==> src/rtl/dma_chan_ctl_pkg.sv <==
// Package: shared types and field layout for the DMA channel controller.
// Assumes a 32-bit configuration word; bit 31 enable, 30 pause, 29 status.
package dma_chan_ctl_pkg;

    localparam int WORD_W = 32;
    localparam int CNT_W  = 16;
    localparam int SEL_W  = 5;
    localparam int TYP_W  = 4;
    localparam int BEAT_W = 4;

    // Channel configuration word, MSB first.
    typedef struct packed {
        logic              en;
        logic              pb;
        logic              st;
        logic [SEL_W-1:0]  isel;
        logic [TYP_W-1:0]  ttype;
        logic [BEAT_W-1:0] beats;
        logic [CNT_W-1:0]  cnt;
    } cfg_word_t;

    typedef enum logic [1:0] {
        CH_IDLE  = 2'd0,
        CH_ARMED = 2'd1,
        CH_RUN   = 2'd2,
        CH_PAUSE = 2'd3
    } ch_state_e;

endpackage

==> src/rtl/dma_chan_addr_dec.sv <==
// Module: address decoder for the per-channel configuration words.
// Channel n answers at byte address (n+1)*STRIDE; every other address
// selects nothing. Assumes NCH*STRIDE fits in AW bits.
module dma_chan_addr_dec #(
    parameter int NCH    = 8,
    parameter int AW     = 8,
    parameter int STRIDE = 16
) (
    input  logic [AW-1:0]  addr,
    output logic [NCH-1:0] sel
);

    // One comparator per channel against its fixed offset.
    for (genvar i = 0; i < NCH; i++) begin : g_dec
        localparam logic [AW-1:0] OFS = AW'((i + 1) * STRIDE);
        assign sel[i] = (addr == OFS);
    end

endmodule

==> src/rtl/dma_chan_cfg.sv <==
// Module: writable part of one channel's configuration word.
// Holds enable, pause, input select, type, beats and programmed count.
// The status bit is not stored here; hardware clear of enable wins
// over a software write landing on the same edge.
module dma_chan_cfg
    import dma_chan_ctl_pkg::*;
(
    input  logic              clk,
    input  logic              rst_n,
    input  logic              wr,
    input  cfg_word_t         wdata,
    input  logic              hw_clr_en,
    output logic              en,
    output logic              pb,
    output logic [SEL_W-1:0]  isel,
    output logic [TYP_W-1:0]  ttype,
    output logic [BEAT_W-1:0] beats,
    output logic [CNT_W-1:0]  tc_prog
);

    logic unused_st_wr;
    assign unused_st_wr = wdata.st;

    // Store software fields; completion clears enable.
    always_ff @(posedge clk) begin
        if (!rst_n) begin
            en      <= 1'b0;
            pb      <= 1'b0;
            isel    <= '0;
            ttype   <= '0;
            beats   <= '0;
            tc_prog <= '0;
        end else begin
            if (wr) begin
                en      <= wdata.en;
                pb      <= wdata.pb;
                isel    <= wdata.isel;
                ttype   <= wdata.ttype;
                beats   <= wdata.beats;
                tc_prog <= wdata.cnt;
            end
            if (hw_clr_en) begin
                en <= 1'b0;
            end
        end
    end

endmodule

==> src/rtl/dma_chan_fsm.sv <==
// Module: per-channel sequencing state machine.
// Arms on an enable write while idle, starts on trigger with global
// enable, counts gaps, and applies pause / forced stop only at a gap.
// Assumes en and pb are the registered configuration bits.
module dma_chan_fsm
    import dma_chan_ctl_pkg::*;
(
    input  logic             clk,
    input  logic             rst_n,
    input  logic             arm_wr,
    input  logic [CNT_W-1:0] tc_load,
    input  logic             en,
    input  logic             pb,
    input  logic             glb_en,
    input  logic             trig,
    input  logic             gap,
    output logic             running,
    output logic             active,
    output logic             stopped,
    output logic             done,
    output logic             clr_en,
    output logic [CNT_W-1:0] cnt
);

    ch_state_e state;
    logic      last_gap;

    // Final gap: remaining count of one, or zero programmed.
    assign last_gap = (cnt[CNT_W-1:1] == '0);
    assign running  = (state == CH_RUN);
    assign active   = (state != CH_IDLE);
    assign clr_en   = running && gap && last_gap;

    // State, remaining count, stopped flag and done pulse.
    always_ff @(posedge clk) begin
        if (!rst_n) begin
            state   <= CH_IDLE;
            cnt     <= '0;
            stopped <= 1'b0;
            done    <= 1'b0;
        end else begin
            done <= 1'b0;
            case (state)
                CH_IDLE: begin
                    if (arm_wr) begin
                        state   <= CH_ARMED;
                        cnt     <= tc_load;
                        stopped <= 1'b0;
                    end
                end
                CH_ARMED: begin
                    if (!en) begin
                        state <= CH_IDLE;
                        cnt   <= '0;
                    end else if (pb) begin
                        state   <= CH_PAUSE;
                        stopped <= 1'b1;
                    end else if (trig && glb_en) begin
                        state <= CH_RUN;
                    end
                end
                CH_RUN: begin
                    if (gap) begin
                        if (last_gap) begin
                            state <= CH_IDLE;
                            cnt   <= '0;
                            done  <= 1'b1;
                        end else if (!en) begin
                            state   <= CH_IDLE;
                            cnt     <= '0;
                            stopped <= 1'b1;
                        end else begin
                            cnt <= cnt - 1'b1;
                            if (pb) begin
                                state   <= CH_PAUSE;
                                stopped <= 1'b1;
                            end
                        end
                    end
                end
                CH_PAUSE: begin
                    if (!en) begin
                        state <= CH_IDLE;
                        cnt   <= '0;
                    end else if (!pb) begin
                        state   <= CH_ARMED;
                        stopped <= 1'b0;
                    end
                end
                default: state <= CH_IDLE;
            endcase
        end
    end

endmodule

==> src/rtl/dma_chan_ctl.sv <==
// Module: top of the multi-channel enable/pause controller.
// One configuration word and one state machine per channel; a shared
// write/read port reaches the words at (n+1)*0x10. Reads are
// combinational. Assumes one write per cycle at most.
module dma_chan_ctl
    import dma_chan_ctl_pkg::*;
#(
    parameter int NCH = 8,
    parameter int AW  = 8
) (
    input  logic            clk,
    input  logic            rst_n,
    input  logic            reg_wr,
    input  logic [AW-1:0]   reg_addr,
    input  logic [31:0]     reg_wdata,
    output logic [31:0]     reg_rdata,
    input  logic            glb_en,
    input  logic [NCH-1:0]  trig,
    input  logic [NCH-1:0]  gap,
    output logic [NCH-1:0]  xfer_req,
    output logic [NCH-1:0]  done,
    output logic [NCH-1:0]  stopped
);

    localparam int STRIDE = 16;

    cfg_word_t      wword;
    logic [NCH-1:0] sel;
    cfg_word_t      rd_word [NCH];

    assign wword = cfg_word_t'(reg_wdata);

    dma_chan_addr_dec #(
        .NCH    (NCH),
        .AW     (AW),
        .STRIDE (STRIDE)
    ) u_dec (
        .addr (reg_addr),
        .sel  (sel)
    );

    for (genvar i = 0; i < NCH; i++) begin : g_ch
        logic              wr_i;
        logic              en_i;
        logic              pb_i;
        logic [SEL_W-1:0]  isel_i;
        logic [TYP_W-1:0]  ttype_i;
        logic [BEAT_W-1:0] beats_i;
        logic [CNT_W-1:0]  tc_prog_i;
        logic [CNT_W-1:0]  cnt_i;
        logic              active_i;
        logic              clr_en_i;

        assign wr_i = reg_wr && sel[i];

        dma_chan_cfg u_cfg (
            .clk       (clk),
            .rst_n     (rst_n),
            .wr        (wr_i),
            .wdata     (wword),
            .hw_clr_en (clr_en_i),
            .en        (en_i),
            .pb        (pb_i),
            .isel      (isel_i),
            .ttype     (ttype_i),
            .beats     (beats_i),
            .tc_prog   (tc_prog_i)
        );

        dma_chan_fsm u_fsm (
            .clk     (clk),
            .rst_n   (rst_n),
            .arm_wr  (wr_i && wword.en),
            .tc_load (wword.cnt),
            .en      (en_i),
            .pb      (pb_i),
            .glb_en  (glb_en),
            .trig    (trig[i]),
            .gap     (gap[i]),
            .running (xfer_req[i]),
            .active  (active_i),
            .stopped (stopped[i]),
            .done    (done[i]),
            .clr_en  (clr_en_i),
            .cnt     (cnt_i)
        );

        // Read view: live count while active, programmed count when idle.
        always_comb begin
            rd_word[i].en    = en_i;
            rd_word[i].pb    = pb_i;
            rd_word[i].st    = stopped[i];
            rd_word[i].isel  = isel_i;
            rd_word[i].ttype = ttype_i;
            rd_word[i].beats = beats_i;
            rd_word[i].cnt   = active_i ? cnt_i : tc_prog_i;
        end
    end

    // Read mux: OR of the selected channel's word, zero when none hit.
    always_comb begin
        reg_rdata = '0;
        for (int i = 0; i < NCH; i++) begin
            if (sel[i]) begin
                reg_rdata = reg_rdata | 32'(rd_word[i]);
            end
        end
    end

endmodule

==> config.mk <==
export PLATFORM = sky130hd
export DESIGN_NAME = dma_chan_ctl
export DESIGN_NICKNAME = d
export VERILOG_FILES = /design/src/rtl/dma_chan_ctl_pkg.sv /design/src/rtl/dma_chan_addr_dec.sv /design/src/rtl/dma_chan_cfg.sv /design/src/rtl/dma_chan_fsm.sv /design/src/rtl/dma_chan_ctl.sv
export SDC_FILE = /design/constraint.sdc
export NUM_CORES = 1
export LEC_CHECK = 0
export CAP_MARGIN = 40
export CELL_PAD_IN_SITES_DETAIL_PLACEMENT = 0
export CELL_PAD_IN_SITES_GLOBAL_PLACEMENT = 2
export CORE_UTILIZATION = 36
export CTS_CLUSTER_DIAMETER = 60
export DETAILED_ROUTE_END_ITERATION = 8
export PLACE_DENSITY_LB_ADDON = 0.1
export SYNTH_ARGS = -nofsm -noshare
export SYNTH_HDL_FRONTEND = slang
export SYNTH_SLANG_ARGS = --single-unit
==> constraint.sdc <==
create_clock -name clk -period 6.39 [get_ports clk]
set_clock_uncertainty 0.2 [all_clocks]
set_input_delay 1.917 -clock clk [delete_from_list [all_inputs] [get_ports clk]]
set_output_delay 1.917 -clock clk [all_outputs]
set_load 0.05 [all_outputs]
==> After elaboration in Yosys (flattened, before gate mapping) <==
Index checks and enable logic that the tools add are counted.
{ "op_classes": {"addsub": 8, "eq_ne": 112, "mux": 232, "bitwise_logic": 8, "n_reduce_logical": 112} }
{ "ops": {"columns": ["operator", "n"], "rows": [
  ["$mux W16", 48],
  ["$pmux W16 S3", 8],
  ["$mux W32", 8],
  ["$or A32 B32 Y32", 7],
  ["$mux W2", 80],
  ["$sub A16 B1 Y16 const B", 8],
  ["$logic_not A15 Y1", 8],
  ["$ne A2 B2 Y1 const B", 48],
  ["$mux W1", 72],
  ["$pmux W2 S4", 8],
  ["$reduce_and A3 Y1", 16],
  ["$reduce_and A6 Y1", 8],
  ["$logic_and A1 B1 Y1", 40],
  ["$reduce_and A5 Y1", 8],
  ["$eq A2 B2 Y1 const B", 16],
  ["$eq A8 B7 Y1 const B", 4],
  ["$ne A4 B3 Y1 const B", 8],
  ["$ne A4 B4 Y1 const B", 8],
  ["$pmux W1 S4", 8],
  ["$reduce_or A2 Y1", 16],
  ["$ne A3 B3 Y1 const B", 8],
  ["$eq A2 B1 Y1 const B", 8],
  ["$eq A8 B6 Y1 const B", 2],
  ["$logic_not A2 Y1", 8],
  ["5 further kinds", 19]
]} }
{ "totals": {"reg_bits": 408, "inputBits": 60, "output_inout_bits": 56, "word_cells": 552} }

==> Longest topological paths before layout <==
{ "logic_depth": {"word_depth": 17, "ltp_mapped": 9, "ltp_nobuf": 7} }

==> Hierarchy <==
Synthesis repeated with hierarchy kept, for this count alone.
{ "hier_totals": {"hier_cells": 2593, "hier_area_um2": 23610.1} }
{ "by_module_without_submodules": {"columns": ["mod", "n_inst", "cells_per_inst", "area_each_um2", "seq_area_each_um2"], "rows": [
  ["dma_chan_cfg", 8, 100, 1192.4, 620.6],
  ["dma_chan_fsm at g_ch[0].u_fsm ...", 3, 183, 1403.8, 400.4],
  ["dma_chan_fsm at g_ch[3].u_fsm ...", 3, 170, 1340.0, 400.4],
  ["dma_chan_ctl", 1, 353, 3009.1, 0.0],
  ["dma_chan_fsm at g_ch[6].u_fsm ...", 2, 183, 1366.3, 400.4],
  ["dma_chan_addr_dec", 1, 15, 97.6, 0.0]
]} }

==> Worst setup path before layout <==
Ideal clock, no wire load.
{ "synth_path": {"path_type": "input -> output", "from": "input reg_addr[1]", "to": "output reg_rdata[9]", "arrival_ns": 4.008, "required_time_ns": 4.273, "setup_slack_ns": 0.265, "stages": 9, "n_path_buf": 4, "cell_sequence": "or4_4 > buf_6 > buf_4 > or3_1 > clkbuf_1 > buf_2 > o22ai_1 > nor2_1 > nand2_1"} }
{ "synth_between": {"elab_chain_cells": 16, "elab_cells_between_ends": 23, "classes_between": "eq/ne: 8; mux: 8; bitwise: 7"} }
{ "synth_rtl": {"columns": ["item", "line", "rtl"], "rows": [
  ["start: declaration", "dma_chan_ctl.sv:14", "input logic [AW-1:0] reg_addr,"],
  ["$eq A8 B5 Y1", "dma_chan_addr_dec.sv:16", "assign sel[i] = (addr == OFS);"],
  ["$mux W32", "dma_chan_ctl.sv:104", "if (sel[i]) begin"],
  ["$or A32 B32 Y32", "dma_chan_ctl.sv:105", "reg_rdata = reg_rdata | 32'(rd_word[i]);"],
  ["$mux W32", "dma_chan_ctl.sv:104", null],
  ["$or A32 B32 Y32", "dma_chan_ctl.sv:105", null],
  ["$mux W32", "dma_chan_ctl.sv:104", null],
  ["$or A32 B32 Y32", "dma_chan_ctl.sv:105", null],
  ["$mux W32", "dma_chan_ctl.sv:104", null],
  ["$or A32 B32 Y32", "dma_chan_ctl.sv:105", null],
  ["$mux W32", "dma_chan_ctl.sv:104", null],
  ["$or A32 B32 Y32", "dma_chan_ctl.sv:105", null],
  ["$mux W32", "dma_chan_ctl.sv:104", null],
  ["$or A32 B32 Y32", "dma_chan_ctl.sv:105", null],
  ["$mux W32", "dma_chan_ctl.sv:104", null],
  ["$or A32 B32 Y32", "dma_chan_ctl.sv:105", null],
  ["$mux W32 (*)", "dma_chan_ctl.sv:104", null],
  ["end: declaration", "dma_chan_ctl.sv:16", "output logic [31:0] reg_rdata,"]
]} }
Mark *: on every way between the ends. The rest lies on a longest branch, timed or not.

==> Worst setup path after layout <==
{ "layout_path": {"from": "input reg_addr[7]", "to": "output reg_rdata[14]"} }
The elaborated chain is that of the path after synthesis.

==> metrics <==
status=completed; Max H-tree Level=2; vias in the first global route=approximately 21,000; final core occ=a little over two fifths; Layout area overhead=19.6%; synthesized cell area=~23,000 sq um; Slew Viols, Final=0; Synth Area in Compound Gates=25.4%; IO Count=116; syn avg cell area=approximately 7.7 sq um; clk sinks=~410; DRT antenna net count=0; yosys warns=0; All-Layer GR Usage=29.4%; setup TNS=0 ns; max cap viols=0; Final nets=approximately 3,100; HPWL Detailed=roughly 65 mm; cell taking the most area after synthesis=dfxtp_1; Final Setup Violations=0; multiplexer area fraction after synthesis=a little under 7%; Hold Vio Cnt, Final=0; post-synthesis adder-cell area fraction=approximately 2.6%; WP data required=4.27 ns; PwrDens=between 200 and 300 nW/um^2; Worst setup SP type=input pin; final critical-path required period=6.29 ns; leakage=roughly 0.010 uW; fraction of the yosys area taken by sequential cells=about 36%; layout cells sized above 1=approximately an eighth; Max VDD drop=around 0.00019 V; Worst slew margin=37.1%; Worst Tran Pin Value=between 0.9 and 1 ns; first-pass GRT wire length=about 140 mm; worst path arrival time=~4.2 ns; Avg WL per Cell=roughly 25 um; FP Rows=91; number of antenna violations at the first check in global routing=0; syn_nets=slightly above 3,000; core area=about 62,000 sq um; Port Buffers=~110; CTS Buf Count=54; Setup CP Type=in2out; Root Driver=clkbuf_16; Die Span Y=around 250 um; vias post-DR=22,972; Async SR Flop Fraction=0%; Post-Synth Simple-Gate Area=between 20% and 30%; Hold Path Class=reg2reg; CP Max Fanout=12; post-DR vias/cell=5.99; DR iter-0 viols=approximately 2,200; final period utilization=98.5%; Netlist cell types=between 80 and 90; pin count of the biggest net entering global routing=90; FF+latch count, synth=between 400 and 500; Synth Instances=a little under 3,000; Total Routed Length=roughly 96 mm; Top FF cell, synth=dfxtp_1; commonest cells after routing, fill and taps aside=695 x nand2_1, 408 x dfxtp_1, 331 x a21oi_1; GPL Wtd Cong=approximately 0.9; largest family of logic cells by synthesized area=compound AO/OA/AOI/OAI gates; xor-xnor portion of the synthesized cell area=less than 1%; CTS tree=built; DRT Pass-1 Iters=6; most common cell after layout, fill and taps aside=nand2_1; Initial Util=between 30% and 40%; ANT cells=0; Crit. End Element=primary output; die area=64,100 sq um; clk_lat worst skew=0.62 ns; Max Root-Sink Buffers=3; main area contributors after synthesis=dfxtp_1 36%, nand2_1 12%, a21oi_1 7.3%; Clock Pin Slew Worst Setup and Hold Paths=approximately 0.060 ns; drt drc=0; Peak Freq=approximately 160 MHz; Post-synth EDFFs=0; RSZ-0062 raised after global routing=no; Chip Width=253 um; GRT Residual Overflow=0; post-synth top area share=35.9%
-- routing by layer --
metal | routed length (um) | GRT usage [%]
met1 | 43300 | 41.1
met2 | 43800 | 47.0
met3 | 6080 | 3.58
met4 | 2600 | 8.61
met5 | 0 | 0
-- final cells by class --
class / count / area [sq um]
Inverter: 62 / 240
Sequential cell: 408 / 8170
Multi-Input combinational cell: 2185 / 13200
Timing Repair Buffer: 244 / 2670
Clock inverter: 24 / 285
Tap cell: 837 / 1050
Clock buffer: 77 / 1600
Fill cell: 6235 / 34900
-- synthesized netlist by cell type (5+ instances only) --
cell       count
a211o_1        6
a211oi_1      12
a21boi_0       6
a21o_1         7
a21oi_1      331
a221oi_1      27
a222oi_1      13
a22o_1        16
a22oi_1       42
a2bb2oi_1      8
a32o_1        78
a32oi_1       17
and2_1        21
and3_1        23
and4_1         5
buf_1         17
buf_2         55
buf_4         43
clkbuf_1     167
dfxtp_1      408
ha_1          47
inv_1         60
mux2_2        31
mux2i_1      109
nand2_1      702
nand2b_1      18
nand3_1       38
nand3b_1       5
nand4_1       15
nor2_1       104
nor2b_1       10
nor3_1        58
nor3b_1        5
nor4_1        36
o21ai_0      115
o21ai_1        8
o22ai_1       88
o2bb2ai_1      5
o31ai_1       18
o32ai_1        6
o41ai_1       11
or2_2          7
or3_1         17
or4_1         31
-- kinds of logic after synthesis --
family	after synthesis
buf+inv	348
xor+xnor	6
compound gates	865
mux	144
simple gates	1123
flops	408
fa+ha+maj	47
-- critical path: stages --
cell and delay [ns]:
clkdlybuf4s50_1 0.76, buf_4 0.31, nor4_4 0.06, buf_4 0.16, buf_6 0.15, a221oi_1 0.35, nand2_1 0.22, buf_12 0.21
-- stage by stage --
stage                     area [sq um]  setup slack, ns  power (uW)  hold WS [ns]  cells
after floorplan                  22700            0.265        3320         0.228   2941
final                            27200           0.0963        6820         0.248   3837
after global routing             27200           0.0608        7070         0.260   3837
after global placement           24900           -0.144        3620         0.234   3722
after detailed placement         25000           -0.128        3640         0.243   3731
after CTS                        27000          -0.0634        6860         0.251   3832
-- power by group --
group / switching [uW] / leakage (uW) / internal, uW / total, uW
clock network: 1270 / 0.000921 / 1950 / 3210
logic: 612 / 0.00606 / 332 / 943
registers: 75.1 / 0.00329 / 2590 / 2660
-- flip-flops by register name, summed over array words and instances, names as in the netlist --
signal / count
g_ch.u_fsm.stopped: 8
g_ch.u_fsm.done: 8
g_ch.u_fsm.cnt: 128
g_ch.u_cfg.en: 8
g_ch.u_cfg.pb: 8
g_ch.u_cfg.tc_prog: 128
g_ch.u_cfg.ttype: 32
g_ch.u_cfg.isel: 40
g_ch.u_fsm.state: 16
g_ch.u_cfg.beats: 32
-- what timing repair did --
item,4_1_cts,5_1_grt
hold buffers,0,0
gates resized for setup,19,23
setup endpoints to repair,16,31
pin swaps,10,10
setup buffers,0,4
cloned,0,1
-- worst paths after layout --
path                                  from                       end  slack [ns]  cells after the start
setup / recovery               reg_addr[7]             reg_rdata[14]         0.1                      8
hold reg to reg   g_ch[3].u_cfg.tc_prog[3]  g_ch[3].u_cfg.tc_prog[3]        0.25                      2
hold / removal    g_ch[3].u_cfg.tc_prog[3]  g_ch[3].u_cfg.tc_prog[3]        0.25                      2
setup reg to reg     g_ch[6].u_fsm.cnt[11]      g_ch[6].u_fsm.cnt[6]        3.24                      5
(Power assumes the default switching activity.)
